### src/rtl/ide_dma_pkg.sv
package ide_dma_pkg;
  typedef enum logic [2:0] {
    PH_IDLE   = 3'd0,
    PH_ACK    = 3'd1,
    PH_STROBE = 3'd2,
    PH_RECOV  = 3'd3,
    PH_END    = 3'd4
  } phase_e;
endpackage

### src/rtl/ide_dma_tsel.sv
module ide_dma_tsel #(
  parameter int CNT_W = 4
) (
  input  logic             fast_sel,
  input  logic [CNT_W-1:0] slow_act,
  input  logic [CNT_W-1:0] slow_rec,
  input  logic [CNT_W-1:0] fast_act,
  input  logic [CNT_W-1:0] fast_rec,
  output logic [CNT_W-1:0] act_clks,
  output logic [CNT_W-1:0] rec_clks
);
  function automatic logic [CNT_W-1:0] at_least_one(input logic [CNT_W-1:0] v);
    return (v == '0) ? CNT_W'(1) : v;
  endfunction

  always_comb begin
    act_clks = at_least_one(fast_sel ? fast_act : slow_act);
    rec_clks = at_least_one(fast_sel ? fast_rec : slow_rec);
  end
endmodule

### src/rtl/ide_dma_cnt.sv
module ide_dma_cnt #(
  parameter int CNT_W = 4
) (
  input  logic             clk,
  input  logic             rst_n,
  input  logic             load,
  input  logic [CNT_W-1:0] load_val,
  output logic             done
);
  logic [CNT_W-1:0] cnt_q;

  always_ff @(posedge clk) begin
    if (!rst_n)            cnt_q <= '0;
    else if (load)         cnt_q <= load_val;
    else if (cnt_q != '0)  cnt_q <= cnt_q - 1'b1;
  end

  assign done = (cnt_q == '0);
endmodule

### src/rtl/ide_dma_hs_ctrl.sv
module ide_dma_hs_ctrl
  import ide_dma_pkg::*;
#(
  parameter int CNT_W = 4
) (
  input  logic             clk,
  input  logic             rst_n,
  input  logic             run_en,
  input  logic             dir_wr,
  input  logic             dma_timing_only,
  input  logic [CNT_W-1:0] pio_act_clks,
  input  logic [CNT_W-1:0] pio_rec_clks,
  input  logic [CNT_W-1:0] dma_act_clks,
  input  logic [CNT_W-1:0] dma_rec_clks,
  input  logic             dev_dreq,
  output logic             dev_dack,
  output logic             rd_strobe,
  output logic             wr_strobe,
  output logic             word_pulse
);
  phase_e           phase_q, phase_d;
  logic             dir_q;
  logic [CNT_W-1:0] act_q, rec_q;
  logic [CNT_W-1:0] sel_act, sel_rec;
  logic             cnt_load, cnt_done;
  logic [CNT_W-1:0] cnt_val;
  logic             word_q;

  // named internal events
  logic burst_go;     // idle and device asks
  logic sample_evt;   // last strobe clock: request sampled at its closing edge
  logic recov_done;

  ide_dma_tsel #(.CNT_W(CNT_W)) u_tsel (
    .fast_sel (dma_timing_only),
    .slow_act (pio_act_clks),
    .slow_rec (pio_rec_clks),
    .fast_act (dma_act_clks),
    .fast_rec (dma_rec_clks),
    .act_clks (sel_act),
    .rec_clks (sel_rec)
  );

  ide_dma_cnt #(.CNT_W(CNT_W)) u_cnt (
    .clk      (clk),
    .rst_n    (rst_n),
    .load     (cnt_load),
    .load_val (cnt_val),
    .done     (cnt_done)
  );

  assign burst_go   = (phase_q == PH_IDLE) && run_en && dev_dreq;
  assign sample_evt = (phase_q == PH_STROBE) && cnt_done;
  assign recov_done = (phase_q == PH_RECOV) && cnt_done;

  always_comb begin
    phase_d = phase_q;
    unique case (phase_q)
      PH_IDLE:   if (burst_go) phase_d = PH_ACK;
      PH_ACK:    phase_d = PH_STROBE;
      PH_STROBE: if (sample_evt) phase_d = dev_dreq ? PH_RECOV : PH_END;
      PH_RECOV:  if (recov_done) phase_d = PH_STROBE;
      PH_END:    phase_d = PH_IDLE;
      default:   phase_d = PH_IDLE;
    endcase
  end

  // counter holds (clocks - 1) for the phase being entered
  assign cnt_load = (phase_q == PH_ACK) || recov_done || (sample_evt && dev_dreq);
  assign cnt_val  = (sample_evt ? rec_q : act_q) - 1'b1;

  always_ff @(posedge clk) begin
    if (!rst_n) begin
      phase_q <= PH_IDLE;
      dir_q   <= 1'b0;
      act_q   <= CNT_W'(1);
      rec_q   <= CNT_W'(1);
      word_q  <= 1'b0;
    end else begin
      phase_q <= phase_d;
      word_q  <= sample_evt;
      if (burst_go) begin
        dir_q <= dir_wr;
        act_q <= sel_act;
        rec_q <= sel_rec;
      end
    end
  end

  assign dev_dack   = (phase_q != PH_IDLE);
  assign rd_strobe  = (phase_q == PH_STROBE) && !dir_q;
  assign wr_strobe  = (phase_q == PH_STROBE) &&  dir_q;
  assign word_pulse = word_q;

  AST_STB_EXCL: assert property (@(posedge clk) disable iff (!rst_n)
    !(rd_strobe && wr_strobe));
  AST_START_NEEDS_REQ: assert property (@(posedge clk) disable iff (!rst_n)
    $rose(dev_dack) |-> $past(dev_dreq) && $past(run_en));
  AST_KEEP_ON_REQ: assert property (@(posedge clk) disable iff (!rst_n)
    (sample_evt && dev_dreq) |=> dev_dack);
  AST_DROP_NEXT: assert property (@(posedge clk) disable iff (!rst_n)
    (sample_evt && !dev_dreq) |=> (dev_dack && !rd_strobe && !wr_strobe) ##1 !dev_dack);
  AST_WORD_AFTER_STB: assert property (@(posedge clk) disable iff (!rst_n)
    word_pulse |-> !(rd_strobe || wr_strobe) && $past(rd_strobe || wr_strobe));
  AST_FIRST_STB_GAP: assert property (@(posedge clk) disable iff (!rst_n)
    $rose(dev_dack) |=> (rd_strobe || wr_strobe));
endmodule

### config.mk
export PLATFORM = sky130hd
export DESIGN_NAME = ide_dma_hs_ctrl
export DESIGN_NICKNAME = d
export VERILOG_FILES = /design/src/rtl/ide_dma_pkg.sv /design/src/rtl/ide_dma_tsel.sv /design/src/rtl/ide_dma_cnt.sv /design/src/rtl/ide_dma_hs_ctrl.sv
export SDC_FILE = /design/constraint.sdc
export NUM_CORES = 1
export LEC_CHECK = 0
export ABC_CLOCK_PERIOD_IN_PS = 3100
export BUFFER_PORTS_ARGS = -buffer_cell sky130_fd_sc_hd__buf_2
export CORE_MARGIN = 2
export CORE_UTILIZATION = 25
export DETAILED_ROUTE_END_ITERATION = 16
export PLACE_DENSITY = 0.5
export SYNTH_ARGS = -nofsm -noshare
export SYNTH_HDL_FRONTEND = slang
export SYNTH_SLANG_ARGS = --single-unit
export TNS_END_PERCENT = 10
### constraint.sdc
create_clock -name clk -period 3.1 [get_ports clk]
set_clock_uncertainty 0.2 [all_clocks]
set_input_delay 0.62 -clock clk [delete_from_list [all_inputs] [get_ports clk]]
set_output_delay 0.62 -clock clk [all_outputs]
set_load 0.01 [all_outputs]
### After elaboration in Yosys (flattened, before gate mapping)

Index checks and enable logic that the tools add are counted.

* memories kept: 0
* flip-flop bits (word level): 17
* bits in latches: 0
* input port bits: 22
* memory bits (writable): 0
* ROM bits: 0

* divide/modulo/power cells: 0
* muxes and demuxes: 12
* bitwise logic cells: 0
* shift operators: 0
* multipliers: 0
* add/subtract/negate cells: 2
* reductions and logical operators: 18
* $lt $le $gt $ge: 0
* equality and inequality tests: 6

Operators with widths (number)
* 4-bit 2-to-1 mux: 7
* 4-bit zero test: 3
* 3-bit 2-to-1 mux: 4
* 3-bit one-hot mux with 4 select lines: 1
* 4-bit by 1-bit subtractor with 4-bit output, second input constant: 2
* 1-bit logical AND: 7
* 3-bit by 2-bit == test with 1-bit output, second input constant: 2
* 2-bit != test, second input constant: 3
* 4-bit nonzero test: 1
* 3-bit by 1-bit == test with 1-bit output, second input constant: 1
* 3-bit zero test: 1
* 3-bit AND reduction: 1
* 3-bit nonzero test: 1
* 1-bit logical OR: 2
* 2-bit nonzero test: 1
* 1-bit zero test: 1

### Depth between registers and ports, before layout

Gate-level depths: netlist of the first run.

* word-level depth: 5
* mapped depth: 8
* mapped depth without buffers: 7

### Hierarchy

Synthesis of the first run repeated with hierarchy kept, for this count alone.

* cell total of the unflattened synthesis: 112
* area total of the unflattened synthesis: 1056.0 um^2

By module, submodules not included
* ide_dma_hs_ctrl: area each 686.9 um^2, instances 1, cells an instance 78
* ide_dma_cnt: area each 230.2 um^2, instances 1, cells an instance 23
* ide_dma_tsel: area each 138.9 um^2, instances 1, cells an instance 11

### Least setup slack after synthesis of the first run

Ideal clock, no wire load.

* path type: register to register
* start: register u_cnt.cnt_q[0]
* end: register u_cnt.cnt_q[3]
* stages on the path, launching flop included: 7
* path slack: 965 ps
* data arrival time: 1864 ps
* library setup time: 71 ps
* data required time: 2829 ps
* path through: dfxtp_1 -> or4_1 -> clkbuf_2 -> o21ai_1 -> a31oi_1 -> or4_1 -> a21oi_1

* longest elaborated chain between the ends: 5

Ends and longest elaborated chain
* from (decl): line ide_dma_cnt.sv:10 `logic [CNT_W-1:0] cnt_q;`
* from (signal assigned): line ide_dma_cnt.sv:14 `else if (load) cnt_q <= load_val;`
* from (signal assigned): line ide_dma_cnt.sv:15 `else if (cnt_q != '0) cnt_q <= cnt_q - 1'b1;`
* 4-bit zero test: line ide_dma_cnt.sv:18 `assign done = (cnt_q == '0);`
* 1-bit logical AND (on tied branches): line ide_dma_hs_ctrl.sv:53, ide_dma_hs_ctrl.sv:54
* 4-bit 2-to-1 mux (tied with other cells): line ide_dma_hs_ctrl.sv:70 `assign cnt_val = (sample_evt ? rec_q : act_q) - 1'b1;`
* 4-bit by 1-bit subtractor with 4-bit output or 1-bit logical OR (tied branches): line ide_dma_hs_ctrl.sv:70, ide_dma_hs_ctrl.sv:69
* 4-bit 2-to-1 mux or 2-bit nonzero test (tied branches)

Parallel ways exist; a longest one is shown, timed or not. The select of a mux whose other input is x is not followed.
A chain may end at the register's enable or synchronous reset.

### Final worst setup path of the first run

* start: register phase_q[1]
* end: output port wr_strobe

* longest elaborated chain between the ends: 2

Ends and longest elaborated chain
* from (decl): line ide_dma_hs_ctrl.sv:21 `phase_e phase_q, phase_d;`
* from (signal assigned): line ide_dma_hs_ctrl.sv:80 `phase_q <= phase_d;`
* 3-bit by 2-bit == test with 1-bit output: line ide_dma_hs_ctrl.sv:92 `assign wr_strobe = (phase_q == PH_STROBE) && dir_q;`
* 1-bit logical AND: line ide_dma_hs_ctrl.sv:92
* to (decl): line ide_dma_hs_ctrl.sv:18 `output logic wr_strobe,`

No other way between the ends.

==> results of run 1 <==
-- per-stage QoR --
stage	setup slack (ns)	instance area [µm²]	hold WS (ns)	util	total power, µW
6_report	0.614	1110	0.320	0.325	695
5_1_grt	0.466	1110	0.329	0.325	754
4_1_cts	0.621	1110	0.320	0.325	699
3_5_place_dp	0.790	1080	0.296	0.317	576
3_3_place_gp	0.747	1080	0.284	0.317	579
2_1_floorplan	0.965	906	0.257	-	497
-- worst max-delay path by stage --
stage | startpoint | endpoint | cells after the start
floorplan | u_cnt.cnt_q[0] | u_cnt.cnt_q[3] | 6
global placement | u_cnt.cnt_q[0] | u_cnt.cnt_q[3] | 5
detailed placement | u_cnt.cnt_q[0] | u_cnt.cnt_q[3] | 5
CTS | phase_q[1] | wr_strobe | 3
global route | phase_q[1] | wr_strobe | 3
finish | phase_q[1] | wr_strobe | 3
-- power by group --
group          internal [µW]  switching [µW]  total (µW)  leakage, µW
sequential               256            36.6         292     0.000139
clock                   48.2            74.4         123    0.0000177
combinational            123             156         279     0.000375
-- cells in the mapped netlist --
master,instances
or3_1,1
clkbuf_2,1
and3_4,1
nor2b_1,1
and2_1,1
or3b_2,1
nand3_1,5
ha_1,1
nor3_1,5
and3_1,1
a21oi_1,3
o41ai_2,1
buf_2,1
clkbuf_1,3
mux2i_1,8
o211a_1,6
inv_1,4
or4_1,2
a31oi_1,8
dfxtp_1,17
nor3b_1,3
nor4_1,2
o21ai_1,1
a21o_1,1
o21ai_0,10
xnor2_1,1
nor2_1,6
o31ai_1,1
nand2_1,13
-- cell type report --
class | instances | area [µm²] | area share
clock buffers | 3 | 22.5 | 0.0203
well taps | 46 | 57.6 | 0.0519
repair buffers | 27 | 140 | 0.126
multi-input cells | 83 | 529 | 0.477
clock inverters | 1 | 5.00 | 0.00451
flip-flops and latches | 17 | 340 | 0.307
inverters | 4 | 15.0 | 0.0135
-- flip-flops by register name (all words and copies together), names as in the netlist --
name	flops
act_q	4
rec_q	4
u_cnt.cnt_q	4
phase_q	3
dir_q	1
word_pulse	1
-- critical path, cell delays in order (launching register included) --
cell     delay, ns
dfxtp_1       0.49
nor3b_1       0.53
and2_1        0.22
buf_2         0.13
-- cell families after synthesis --
family | synth area share
AND/OR/NAND/NOR | 0.239
AO/OA/AOI/OAI | 0.233
buffers and inverters | 0.0400
XOR/XNOR | 0.00967
flip-flops | 0.376
adder cells (fa/ha/maj) | 0.0138
multiplexers | 0.0884
-- per-layer routing --
layer	GRT usage	vias to the layer above	part of all wire
met1	0.134	398	0.46
met2	0.173	21	0.45
li1	-	455	-
met4	0.0559	0	0.022
met3	0.0475	5	0.067
met5	0	-	0
==> impl_metrics.csv, run 1 <==
group,metric,value,unit
placed_design,gp_congestion,0.872,
cells_and_area,final_common_cell,"buf_2",
setup_path,cp_max_fo,9,
setup_path,r2r-end,"u_cnt.cnt_q[3]",
clock_tree,path_clk_slew,0.10,ns
global_route,grt_pass1_vias,777,
routing,num_vias,879,
timing,finalHoldViolations,0,
cells_and_area,drive_above_1_share,0.252,
timing,post-route-min-period,2.49,ns
clock_tree,clock_latency,0.30,ns
timing,drv_slew,0,
hold_path,hold_depth,1,
die,row_count,21,
logic_synthesis,synth_top_cell_by_area,"dfxtp_1",
placed_design,hpwl,1620,µm
clock_tree,clockBufferDepth,2,
power_and_ir_drop,power.density,626,nW/µm²
cells_and_area,fin_cells,181,
cells_and_area,layout_common_cells,"25 x buf_2, 17 x dfxtp_1, 13 x nand2_1",
cells_and_area,area_growth,22.5,%
routing,drtPass1Iterations,4,
die,initial_core_util,0.265,
logic_synthesis,yosysSeqAreaShare,0.376,
die,ios,26,
logic_synthesis,syn_avg_cell_area,8.31,µm²
hold_path,hp-class,"reg2reg",
timing,max_freq,402,MHz
timing,tns,0,ns
global_route,antenna_found_initial,0,
global_route,grt_max_degree,18,
clock_tree,cts_resized,0,
die,die_w,64.2,µm
global_route,overflow,0,
routing,drc,0,
hold_path,min_to,"act_q[3]",
routing,drt-vias-per-instance,4.86,
timing,rsz0062_at_grt,"no",
clock_tree,cts_htree_levels,1,
logic_synthesis,synth_top_area_share,0.376,
logic_synthesis,ys_ff_latch,17,
power_and_ir_drop,p_leak,0.000532,µW
setup_path,crit_type,"reg2out",
timing,layout_worst_path_cycle_share,0.802,
clock_tree,cts_setup_buffers,0,
placed_design,numPlacedInstances,177,
clock_tree,postCtsHoldBufs,0,
timing,worstMarginPinSlew,0.566,ns
clock_tree,cts_tree,"built",
placed_design,io_buffers,25,
clock_tree,clkSinkCount,17,
power_and_ir_drop,ir_drop,0.000170,V
routing,ant_nets,0,
routing,wl_per_cell,11.3,µm
clock_tree,cts-root-buf,"clkbuf_4",
cells_and_area,antenna_cells,0,
logic_synthesis,syn-num-nets,132,
routing,drtIter0Drc,71,
clock_tree,cts_buffers,3,
die,die_area,4120,µm²
cells_and_area,nNetsFinal,159,
global_route,grt_pass1_wl,3510,µm
die,die_h,64.2,µm
status,status,"finished clean",
logic_synthesis,synth_area_leaders,"dfxtp_1 38%, mux2i_1 8.8%, o211a_1 6.6%",
setup_path,reg2reg_slack,0.75,ns
setup_path,crit_arrival,1.67,ns
logic_synthesis,synth_cell_type_count,29,
setup_path,r2r-start,"u_cnt.cnt_q[0]",
routing,wirelength,2050,µm
setup_path,cp-start-kind,"flop",
logic_synthesis,syn_inst,109,
timing,finalSetupViolCount,0,
timing,relSlewSlack,0.622,
hold_path,hold_start,"act_q[3]",
run,maxCapViolations,0,
setup_path,critical_path_required,2.28,ns
die,coreArea,3420,µm²
setup_path,setup.worst_path.end_class,"primary output",
logic_synthesis,ys.warnings.count,0,
setup_path,reg2reg_depth,5,
cells_and_area,fillers,380,
global_route,grt_use_total,0.113,
logic_synthesis,synth_area,906,µm²
Power figures use the tool's default switching activity.
==> run 2, diff against run 1 <==
--- a/config.mk
+++ b/config.mk
@@ -5,12 +5,12 @@
 export SDC_FILE = /design/constraint.sdc
 export NUM_CORES = 1
 export LEC_CHECK = 0
-export ABC_CLOCK_PERIOD_IN_PS = 3100
+export ABC_CLOCK_PERIOD_IN_PS = 2000
 export BUFFER_PORTS_ARGS = -buffer_cell sky130_fd_sc_hd__buf_2
 export CORE_MARGIN = 2
 export CORE_UTILIZATION = 25
 export DETAILED_ROUTE_END_ITERATION = 16
-export PLACE_DENSITY = 0.5
+export PLACE_DENSITY = 0.52
 export SYNTH_ARGS = -nofsm -noshare
 export SYNTH_HDL_FRONTEND = slang
 export SYNTH_SLANG_ARGS = --single-unit
==> constraint.sdc (replaced) <==
create_clock -name clk -period 2 [get_ports clk]
set_clock_uncertainty 0.2 [all_clocks]
set_input_delay 0.4 -clock clk [delete_from_list [all_inputs] [get_ports clk]]
set_output_delay 0.4 -clock clk [all_outputs]
set_load 0.01 [all_outputs]
==> impl_metrics.csv, run 2 (synthesis gave the netlist of run 1 again) <==
group,metric,value,unit
setup_path,critPathSlowestCell,"or4_4",
die,ios,26,
global_route,grt_pass1_wl,3910,µm
timing,holdWs,0.176,ns
power_and_ir_drop,p_leak,0.000623,µW
clock_tree,cts_htree_levels,1,
power_and_ir_drop,clkPwrFrac,0.134,
timing,finalSetupViolCount,2,
cells_and_area,final_common_cell,"buf_2",
clock_tree,path_clk_slew,0.10,ns
timing,post-route-min-period,2.11,ns
cells_and_area,nNetsFinal,174,
power_and_ir_drop,p_sw_frac,0.373,
power_and_ir_drop,p_int,855,µW
power_and_ir_drop,pwr-share-comb,0.527,
setup_path,critical_path_required,2.01,ns
routing,drc,0,
global_route,grt_pass1_vias,973,
global_route,grt_use_met2,0.229,
setup_path,crit_type,"reg2reg",
placed_design,placed_area,1180,µm²
power_and_ir_drop,p_seq_frac,0.338,
power_and_ir_drop,power.density,1050,nW/µm²
clock_tree,postCtsHoldBufs,0,
routing,ant_nets,0,
die,coreArea,3420,µm²
setup_path,setup.worst_path.end_class,"flop",
clock_tree,clockBufferDepth,2,
global_route,grt_most_used_layer,"met2",
timing,tns,-0.124,ns
timing,relSlewSlack,0.791,
setup_path,crit_path_max_incr_delay,0.56,ns
global_route,overflow,0,
routing,drtIter0Drc,56,
routing,wl_per_cell,11.7,µm
die,die_h,64.2,µm
timing,drv_slew,0,
timing,setup_slack,-0.114,ns
timing,max_freq,473,MHz
die,die_w,64.2,µm
global_route,grt_use_total,0.117,
timing,rsz0062_at_grt,"yes",
cells_and_area,drive_above_1_share,0.413,
setup_path,cp-start-kind,"flop",
global_route,grt_max_degree,18,
hold_path,hp-class,"in2reg",
cells_and_area,layout_common_cells,"25 x buf_2, 17 x buf_4, 13 x nand2_1",
routing,drt-vias-per-instance,4.87,
cells_and_area,area_growth,43.9,%
global_route,use_met3,0.0211,
placed_design,hpwl,1770,µm
setup_path,crit_arrival,2.13,ns
routing,drtPass1Iterations,4,
global_route,grtUsageMet1,0.126,
setup_path,worstPathCellList,"or4_4 -> o21ai_4 -> a31oi_4 -> or4_1 -> a21oi_1",
cells_and_area,antenna_cells,0,
setup_path,cp_max_fo,5,
clock_tree,clock_latency,0.29,ns
power_and_ir_drop,p_sw,509,µW
die,row_count,21,
global_route,antenna_found_initial,0,
clock_tree,cts_buffers,3,
die,initial_core_util,0.265,
clock_tree,cts_tree,"built",
timing,worstMarginPinSlew,0.312,ns
timing,layout_worst_path_cycle_share,1.06,
clock_tree,clkSinkCount,17,
cells_and_area,design_area,1300,µm²
run,maxCapViolations,0,
status,failed_checks,"setup timing",
power_and_ir_drop,ir_drop,0.000337,V
setup_path,cp_num_buf_inv,0,
placed_design,gp_congestion,0.925,
clock_tree,cts-root-buf,"clkbuf_4",
status,status,"finished, violations left",
setup_path,critical_path.top_delay_family,"simple AND/OR/NAND/NOR gates",
timing,finalHoldViolations,0,
routing,wirelength,2280,µm
die,die_area,4120,µm²
placed_design,io_buffers,25,
cells_and_area,top_regs,"act_q (4), rec_q (4), u_cnt.cnt_q (4)",
routing,num_vias,955,
-- run 2: changes by cell type in the layout (fill, tap and decap cells not counted), moves of 2 or more --
cell	previous run	this run
dfxtp_2	0	5
a31oi_1	8	5
buf_4	2	17
o21ai_0	10	7
dfxtp_1	17	12
a31oi_2	0	2
-- run 2: power by group through the flow --
stage | combinational [µW] | sequential (µW) | clock [µW]
5_1_grt | 799 | 471 | 206
4_1_cts | 631 | 445 | 182
3_3_place_gp | 582 | 445 | 0
6_report | 719 | 461 | 183
3_5_place_dp | 591 | 447 | 0
2_1_floorplan | 364 | 446 | 0
-- run 2: final cells by class --
cell class / instances / area (µm²)
clock buffers: 4 / 26.3
repair buffers: 42 / 253
fillers: 349 / 2110
inverters: 4 / 15.0
well taps: 46 / 57.6
flip-flops and latches: 17 / 347
multi-input cells: 83 / 606
-- run 2: stage by stage --
stage           util  instances  setup slack (ns)  power (µW)
2_1_floorplan      -        109           -0.0801         811
3_3_place_gp   0.346        190           -0.0670        1030
3_5_place_dp   0.346        190            -0.130        1040
4_1_cts        0.360        194           -0.0771        1260
5_1_grt        0.382        196            -0.181        1480
6_report       0.382        196            -0.114        1360
-- run 2: routing by layer --
layer / vias to the layer above / part of all wire
li1: 492 / -
met5: - / 0
met4: 0 / 0.013
met2: 11 / 0.53
met1: 450 / 0.43
met3: 2 / 0.024
-- run 2: worst reg2reg max path, cell delays in order, from the launching register on --
cell and delay [ns]:
dfxtp_2 0.35, or4_4 0.56, o21ai_4 0.17, a31oi_4 0.10, or4_1 0.51, a21oi_1 0.15
-- run 2: path summary, 6_finish.rpt --
path	start	to	slack (ns)	cells after the start
setup reg to reg	u_cnt.cnt_q[1]	u_cnt.cnt_q[3]	-0.11	5
hold / removal	rst_n	rec_q[0]	0.18	2
hold reg to reg	rec_q[3]	rec_q[3]	0.31	1
setup / recovery	u_cnt.cnt_q[1]	u_cnt.cnt_q[3]	-0.11	5
-- run 2: what timing repair did --
| action | CTS | global route |
|---|---|---|
| endpoints found under the setup margin | 3 | 4 |
| pin swaps | 0 | 3 |
| setup buffers | 0 | 2 |
| resized for setup | 6 | 11 |
| hold endpoints to repair | 0 | 0 |
